--- config.mk ---
export PLATFORM = sky130hd
export DESIGN_NAME = adc_rr_seq
export DESIGN_NICKNAME = d
export VERILOG_FILES = /design/src/rtl/adc_rr_pkg.sv /design/src/rtl/rr_shifter.sv /design/src/rtl/rr_compare.sv /design/src/rtl/rr_chan_ctrl.sv /design/src/rtl/adc_rr_seq.sv
export SDC_FILE = /design/constraint.sdc
export NUM_CORES = 1
export LEC_CHECK = 0
export ABC_CLOCK_PERIOD_IN_PS = 7200
export BUFFER_PORTS_ARGS = -buffer_cell sky130_fd_sc_hd__clkbuf_2
export CAP_MARGIN = 20
export CORE_AREA = 2 2 172 174
export CTS_CLUSTER_SIZE = 10
export DETAILED_ROUTE_END_ITERATION = 8
export DIE_AREA = 0 0 174 176
export REMOVE_ABC_BUFFERS = 1
export SYNTH_ARGS = -nofsm -noshare
export SYNTH_HDL_FRONTEND = slang
export SYNTH_HIERARCHICAL = 1
export SYNTH_SLANG_ARGS = --single-unit
--- constraint.sdc ---
create_clock -name clk -period 7.2 [get_ports clk]
set_input_delay 1.08 -clock clk [delete_from_list [all_inputs] [get_ports clk]]
set_output_delay 1.08 -clock clk [all_outputs]
set_load 0.01 [all_outputs]
--- src/rtl/adc_rr_pkg.sv ---
package adc_rr_pkg;
  typedef enum logic [0:0] {ST_ISSUE, ST_WAIT} seq_st_t;
  localparam int CH_TEMP   = 0;
  localparam int CH_SUPPLY = 1;
  localparam int N_FIXED   = 2;
endpackage

--- src/rtl/rr_shifter.sv ---
module rr_shifter #(
  parameter int DATA_W = 16,
  parameter int SH_W   = 3,
  parameter int N_MON  = 4,
  parameter int N_CH   = N_MON + adc_rr_pkg::N_FIXED,
  parameter int CH_W   = $clog2(N_CH)
) (
  input  logic [DATA_W-1:0]     raw,
  input  logic [CH_W-1:0]       chan,
  input  logic [N_MON*SH_W-1:0] mon_shift,
  output logic [DATA_W-1:0]     shifted
);
  logic [SH_W-1:0] amt [N_CH];

  for (genvar g = 0; g < N_CH; g++) begin : g_amt
    if (g < adc_rr_pkg::N_FIXED) begin : g_fixed
      assign amt[g] = '0;
    end else begin : g_mon
      assign amt[g] = mon_shift[(g-adc_rr_pkg::N_FIXED)*SH_W +: SH_W];
    end
  end

  assign shifted = raw >> amt[chan];

  // a right shift can never enlarge the value
  always_comb begin
    a_r2_no_growth: assert (shifted <= raw);
  end
endmodule

--- src/rtl/rr_compare.sv ---
module rr_compare #(
  parameter int DATA_W = 16,
  parameter int N_CH   = 6,
  parameter int CH_W   = $clog2(N_CH)
) (
  input  logic [DATA_W-1:0]      value,
  input  logic [CH_W-1:0]        chan,
  input  logic [N_CH*DATA_W-1:0] hi_thr,
  input  logic [N_CH*DATA_W-1:0] lo_thr,
  input  logic [N_CH*DATA_W-1:0] warn_thr,
  output logic                   hi_hit,
  output logic                   lo_hit,
  output logic                   warn_hit
);
  logic [DATA_W-1:0] hi_a [N_CH];
  logic [DATA_W-1:0] lo_a [N_CH];
  logic [DATA_W-1:0] wr_a [N_CH];

  for (genvar g = 0; g < N_CH; g++) begin : g_unpack
    assign hi_a[g] = hi_thr[g*DATA_W +: DATA_W];
    assign lo_a[g] = lo_thr[g*DATA_W +: DATA_W];
    assign wr_a[g] = warn_thr[g*DATA_W +: DATA_W];
  end

  assign hi_hit   = value > hi_a[chan];
  assign lo_hit   = value < lo_a[chan];
  assign warn_hit = value > wr_a[chan];
endmodule

--- src/rtl/rr_chan_ctrl.sv ---
module rr_chan_ctrl #(
  parameter int N_CH = 6,
  parameter int CH_W = $clog2(N_CH)
) (
  input  logic            clk,
  input  logic            rst,
  input  logic            gate_en,
  input  logic            conv_done,
  input  logic            supply_ok,
  output logic            conv_start,
  output logic [CH_W-1:0] chan,
  output logic            accept,
  output logic            wrap
);
  import adc_rr_pkg::*;

  seq_st_t         st_q;
  logic            start_q;
  logic            guard_q;
  logic [CH_W-1:0] chan_q;
  logic [CH_W-1:0] chan_nx;

  assign accept     = (st_q == ST_WAIT) && conv_done;
  assign wrap       = accept && (chan_q == CH_W'(N_CH-1));
  assign conv_start = start_q;
  assign chan       = chan_q;

  always_comb begin
    if (chan_q == CH_W'(CH_SUPPLY) && guard_q && gate_en && !supply_ok)
      chan_nx = CH_W'(CH_TEMP);
    else if (chan_q == CH_W'(N_CH-1))
      chan_nx = '0;
    else
      chan_nx = chan_q + 1'b1;
  end

  always_ff @(posedge clk) begin
    if (rst) begin
      st_q    <= ST_ISSUE;
      start_q <= 1'b0;
      guard_q <= 1'b1;
      chan_q  <= '0;
    end else begin
      case (st_q)
        ST_ISSUE: begin
          start_q <= 1'b1;
          st_q    <= ST_WAIT;
        end
        default: begin
          start_q <= 1'b0;
          if (conv_done) begin
            st_q   <= ST_ISSUE;
            chan_q <= chan_nx;
            if (chan_q == CH_W'(CH_SUPPLY) && supply_ok)
              guard_q <= 1'b0;
          end
        end
      endcase
    end
  end

  // request is a single-cycle pulse
  a_r10_start_pulse: assert property (@(posedge clk) disable iff (rst)
    conv_start |=> !conv_start);

  // channel number stays inside the rotation
  a_r1_chan_range: assert property (@(posedge clk) disable iff (rst)
    chan < CH_W'(N_CH));

  // guarded mode only requests temperature or supply
  a_r7_guarded: assert property (@(posedge clk) disable iff (rst)
    (guard_q && gate_en && conv_start) |-> (chan <= CH_W'(CH_SUPPLY)));
endmodule

--- src/rtl/adc_rr_seq.sv ---
module adc_rr_seq #(
  parameter int DATA_W = 16,
  parameter int SH_W   = 3,
  parameter int N_MON  = 4,
  localparam int N_CH  = N_MON + adc_rr_pkg::N_FIXED,
  localparam int CH_W  = $clog2(N_CH)
) (
  input  logic                   clk,
  input  logic                   rst,
  input  logic                   vlow_gate_en,
  input  logic [N_MON*SH_W-1:0]  mon_shift,
  input  logic [N_CH*DATA_W-1:0] hi_thr,
  input  logic [N_CH*DATA_W-1:0] lo_thr,
  input  logic [N_CH*DATA_W-1:0] warn_thr,
  output logic                   conv_start,
  output logic [CH_W-1:0]        conv_chan,
  input  logic                   conv_done,
  input  logic [DATA_W-1:0]      conv_data,
  output logic [N_CH*DATA_W-1:0] meas,
  output logic [N_CH-1:0]        hi_flag,
  output logic [N_CH-1:0]        lo_flag,
  output logic [N_CH-1:0]        warn_flag,
  output logic                   round_done
);
  logic [DATA_W-1:0] shifted;
  logic              hi_hit, lo_hit, warn_hit;
  logic              accept, wrap;
  logic [DATA_W-1:0] meas_q [N_CH];
  logic [N_CH-1:0]   hi_q, lo_q, warn_q;
  logic              done_q;

  rr_chan_ctrl #(.N_CH(N_CH), .CH_W(CH_W)) u_ctrl (
    .clk(clk), .rst(rst), .gate_en(vlow_gate_en), .conv_done(conv_done),
    .supply_ok(!lo_hit), .conv_start(conv_start), .chan(conv_chan),
    .accept(accept), .wrap(wrap)
  );

  rr_shifter #(.DATA_W(DATA_W), .SH_W(SH_W), .N_MON(N_MON), .N_CH(N_CH), .CH_W(CH_W)) u_shift (
    .raw(conv_data), .chan(conv_chan), .mon_shift(mon_shift), .shifted(shifted)
  );

  rr_compare #(.DATA_W(DATA_W), .N_CH(N_CH), .CH_W(CH_W)) u_cmp (
    .value(shifted), .chan(conv_chan), .hi_thr(hi_thr), .lo_thr(lo_thr),
    .warn_thr(warn_thr), .hi_hit(hi_hit), .lo_hit(lo_hit), .warn_hit(warn_hit)
  );

  always_ff @(posedge clk) begin
    if (rst) begin
      for (int i = 0; i < N_CH; i++) meas_q[i] <= '0;
      hi_q   <= '0;
      lo_q   <= '0;
      warn_q <= '0;
      done_q <= 1'b0;
    end else begin
      done_q <= wrap;
      if (accept) begin
        meas_q[conv_chan] <= shifted;
        hi_q[conv_chan]   <= hi_hit;
        lo_q[conv_chan]   <= lo_hit;
        warn_q[conv_chan] <= warn_hit;
      end
    end
  end

  for (genvar g = 0; g < N_CH; g++) begin : g_flat
    assign meas[g*DATA_W +: DATA_W] = meas_q[g];
  end

  assign hi_flag    = hi_q;
  assign lo_flag    = lo_q;
  assign warn_flag  = warn_q;
  assign round_done = done_q;

  // rotation pulse only follows the last channel's conversion
  a_r9_round_src: assert property (@(posedge clk) disable iff (rst)
    round_done |-> ($past(conv_chan) == CH_W'(N_CH-1)) && $past(conv_done));

  // without an accepted conversion, no flag or measurement moves
  a_r6_hold: assert property (@(posedge clk) disable iff (rst)
    !$past(accept) |-> ($stable(hi_flag) && $stable(lo_flag) &&
                        $stable(warn_flag) && $stable(meas)));
endmodule

==> results_dict.tcl <==
set metrics [dict create \
    outcome "complete, no violations" \
    ctsHtreeMaxLevel 4 \
    finalNetCount 1523 \
    clock_path_buffers 2 \
    place_area_sq_mm 0.0108 \
    avgSynthCellArea_sq_um 11.3 \
    placedCellCount 1521 \
    cp.required_ps 7510 \
    power_per_cell_area_mw_per_mm2 187 \
    tightestPinTransition_ps 1000 \
    synth_top_area_share 0.346 \
    worstPathArrival_ps 5010 \
    grt_pass1_wl_um 43300 \
    intPower_w 0.00158 \
    final_hold_viol_count 0 \
    p_sw_w 0.000553 \
    synth_seq_area_share 0.407 \
    slew_violations 0 \
    power.share.switching 0.259 \
    synth.distinct_cells 64 \
    ant_nets 0 \
    final_area_sq_mm 0.0114 \
    drtPass1Iterations 5 \
    fmax_mhz 213 \
    crit_fanout 21 \
    fin_setup_tns_ps 0 \
    ctsResizeCount 0 \
    place_hpwl_um 24100 \
    grt_usage 0.186 \
    synth_xor_area_frac 0.00105 \
    min_period_over_period 0.653 \
    cts_tree "yes" \
    synth-seq-cells 121 \
    cts_root_buf "clkbuf_16" \
    io_buffers 438 \
    peakVddDrop_mv 0.158 \
    drt-total-wl_um 29400 \
    startpoint "u_ctrl/chan[2]" \
    synthMuxAreaShare 0.244 \
    slew_headroom 0.333 \
    r2r_start "u_ctrl/chan[2]" \
    core_area_sq_mm 0.0285 \
    p_clk_frac 0.418 \
    critical_path_class "reg -> reg" \
    antenna_found_initial 3 \
    power_frac_seq 0.373 \
    worst_clock_skew_ps 11.6 \
    synth_common_cells "nor2_1, edfxtp_1, mux2i_1" \
    leakagePower_nw 5.11 \
    comb_power_share 0.209 \
    drc 0 \
    synthAdderAreaFrac 0.0707 \
    synth_top_family_by_area "multiplexers" \
    synth_enable_flop_cells 96 \
    gp_congestion 0.850 \
    synth_top_area_cell "edfxtp_1" \
    fin_crit_ps 4700 \
    async_flop_share 0 \
    grt_start_max_net_pins 51 \
    core.rowCount 62 \
    crit_path_end_kind "flip-flop" \
    hp-start "u_ctrl/guard_q" \
    cts.clk_slew.worst_paths_ps 60 \
    start_util 0.292 \
    layout-drive-gt1-share 0.483 \
    grt_pass1_vias 7571 \
    stdcell_count 1557 \
    hold_class "reg -> reg" \
    insertion_delay_ps 400 \
    clkSinkCount 121 \
    area_delta_synth_final_pct 37.3 \
    die_x_um 174 \
    nFillCells 2888 \
    drtIter0Drc 573 \
    dieArea_sq_mm 0.0306 \
    fin_util 0.400 \
    synth_compound_gate_area_share 0.0863 \
    wl_per_cell_um 18.9 \
    cts_hold_buf 0 \
    setup_viol 0 \
    worst_setup_path_start_kind "flip-flop" \
    synth_flop_cell "edfxtp_1" \
    synthTopCellsByArea "edfxtp_1, mux4_2, mux2i_1, ha_1, dfxtp_1" \
    num_vias 7564 \
    yosys.area_share.simple 0.149 \
    syn_inst 737 \
    rsz0062_at_grt "no" \
    synth_area_sq_mm 0.00832 \
    vias_per_cell 4.86 \
    fp.dieH_um 176 \
    io_pins 439 \
    yosys_warnings 6 \
    cts_setup_buffers 0 \
    drv_cap 0 \
    grt.overflow.total 0 \
    numCtsBuffers 17 \
    yosysMostFrequentCell "nor2_1" \
    p_total_w 0.00213 \
]
## through the flow
step	hold WS, ps	setup slack, ps
2_1_floorplan	419	-219
3_3_place_gp	428	2510
3_5_place_dp	439	2360
4_1_cts	452	2460
5_1_grt	484	2160
6_report	456	2500
## state kept, by name, indices dropped and copies added (netlist names)
name and cells:
lo_flag 6, hi_flag 6, u_ctrl/chan 3, meas_q 96, u_ctrl/guard_q 1, round_done 1
u_ctrl/st_q 1, warn_flag 6, u_ctrl/conv_start 1
## critical path: stages, from the launching register on
cell       delay (ps)
dfxtp_1           860
nand2b_1          280
o22ai_4           590
mux2_2            330
o22ai_1            90
a221oi_1          540
ha_1              260
o21a_1            120
o211ai_1           80
a2111oi_0         460
a21oi_1           180
inv_1             100
and4b_1           190
or4_1             390
a21oi_1           150
## area by class of cell
| type | instances | area (sq um) | area share |
|---|---|---|---|
| antenna | 4 | 10.0 | 0.000876 |
| clock buffer | 18 | 429 | 0.0376 |
| clock inverter | 14 | 195 | 0.0171 |
| inverter | 20 | 75.1 | 0.00657 |
| multi-input combinational | 549 | 4580 | 0.401 |
| sequential | 121 | 3390 | 0.297 |
| tap | 384 | 480 | 0.0421 |
| timing repair buffer | 447 | 2260 | 0.198 |
## power groups by stage
stage               registers, W  logic [W]  clock network (W)
global route            0.000801   0.000496           0.000931
CTS                     0.000798   0.000455           0.000904
detailed placement      0.000812   0.000454                  0
floorplan               0.000838   0.000240                  0
finish                  0.000797   0.000445           0.000892
global placement        0.000812   0.000447                  0
## final timing paths
check / end / slack (ps) / cells past startpoint
worst max-delay path: u_ctrl/chan[1] / 2500 / 14
worst min-delay path: u_ctrl/guard_q / 460 / 1
worst max register to register: u_ctrl/chan[1] / 2500 / 14
worst min register to register: u_ctrl/guard_q / 460 / 1
## logic make-up after synthesis
kind of cell | count (synthesis)
xor gates and xnor gates | 1
muxes | 138
DFF | 121
AOI/OAI and AO/OA | 117
adders and majority gates | 47
and+or+nand+nor | 246
buffers and inverters | 67
## layer usage
| layer | wire length, um | track usage |
|---|---|---|
| met5 | 0 | 0 |
| met4 | 428 | 0.0508 |
| met3 | 1730 | 0.0289 |
| met2 | 15600 | 0.350 |
| met1 | 11600 | 0.218 |
## cell usage in the layout, fill, tap and decap left out, types with 3 or more instances in the layout
cell,synthesis,final
nor2_2,10,10
dfxtp_1,25,23
a21oi_1,68,68
bufinv_16,0,4
diode_2,0,4
nor2_1,131,131
buf_4,6,9
clkbuf_16,0,17
mux2_2,10,10
mux2i_1,72,72
clkinv_2,0,3
clkbuf_2,0,438
o21ai_0,7,7
mux4_2,49,49
nand3_1,4,4
nand4bb_1,3,3
clkinv_4,0,3
edfxtp_1,96,96
ha_1,47,47
o22ai_1,16,16
inv_1,20,19
mux2i_2,5,5
nand4_1,6,6
nand2b_1,32,31
nand3b_1,16,16
nand2_1,18,18
a221oi_1,3,3
a21o_1,5,5
inv_6,0,3
(Power assumes the default switching activity.)
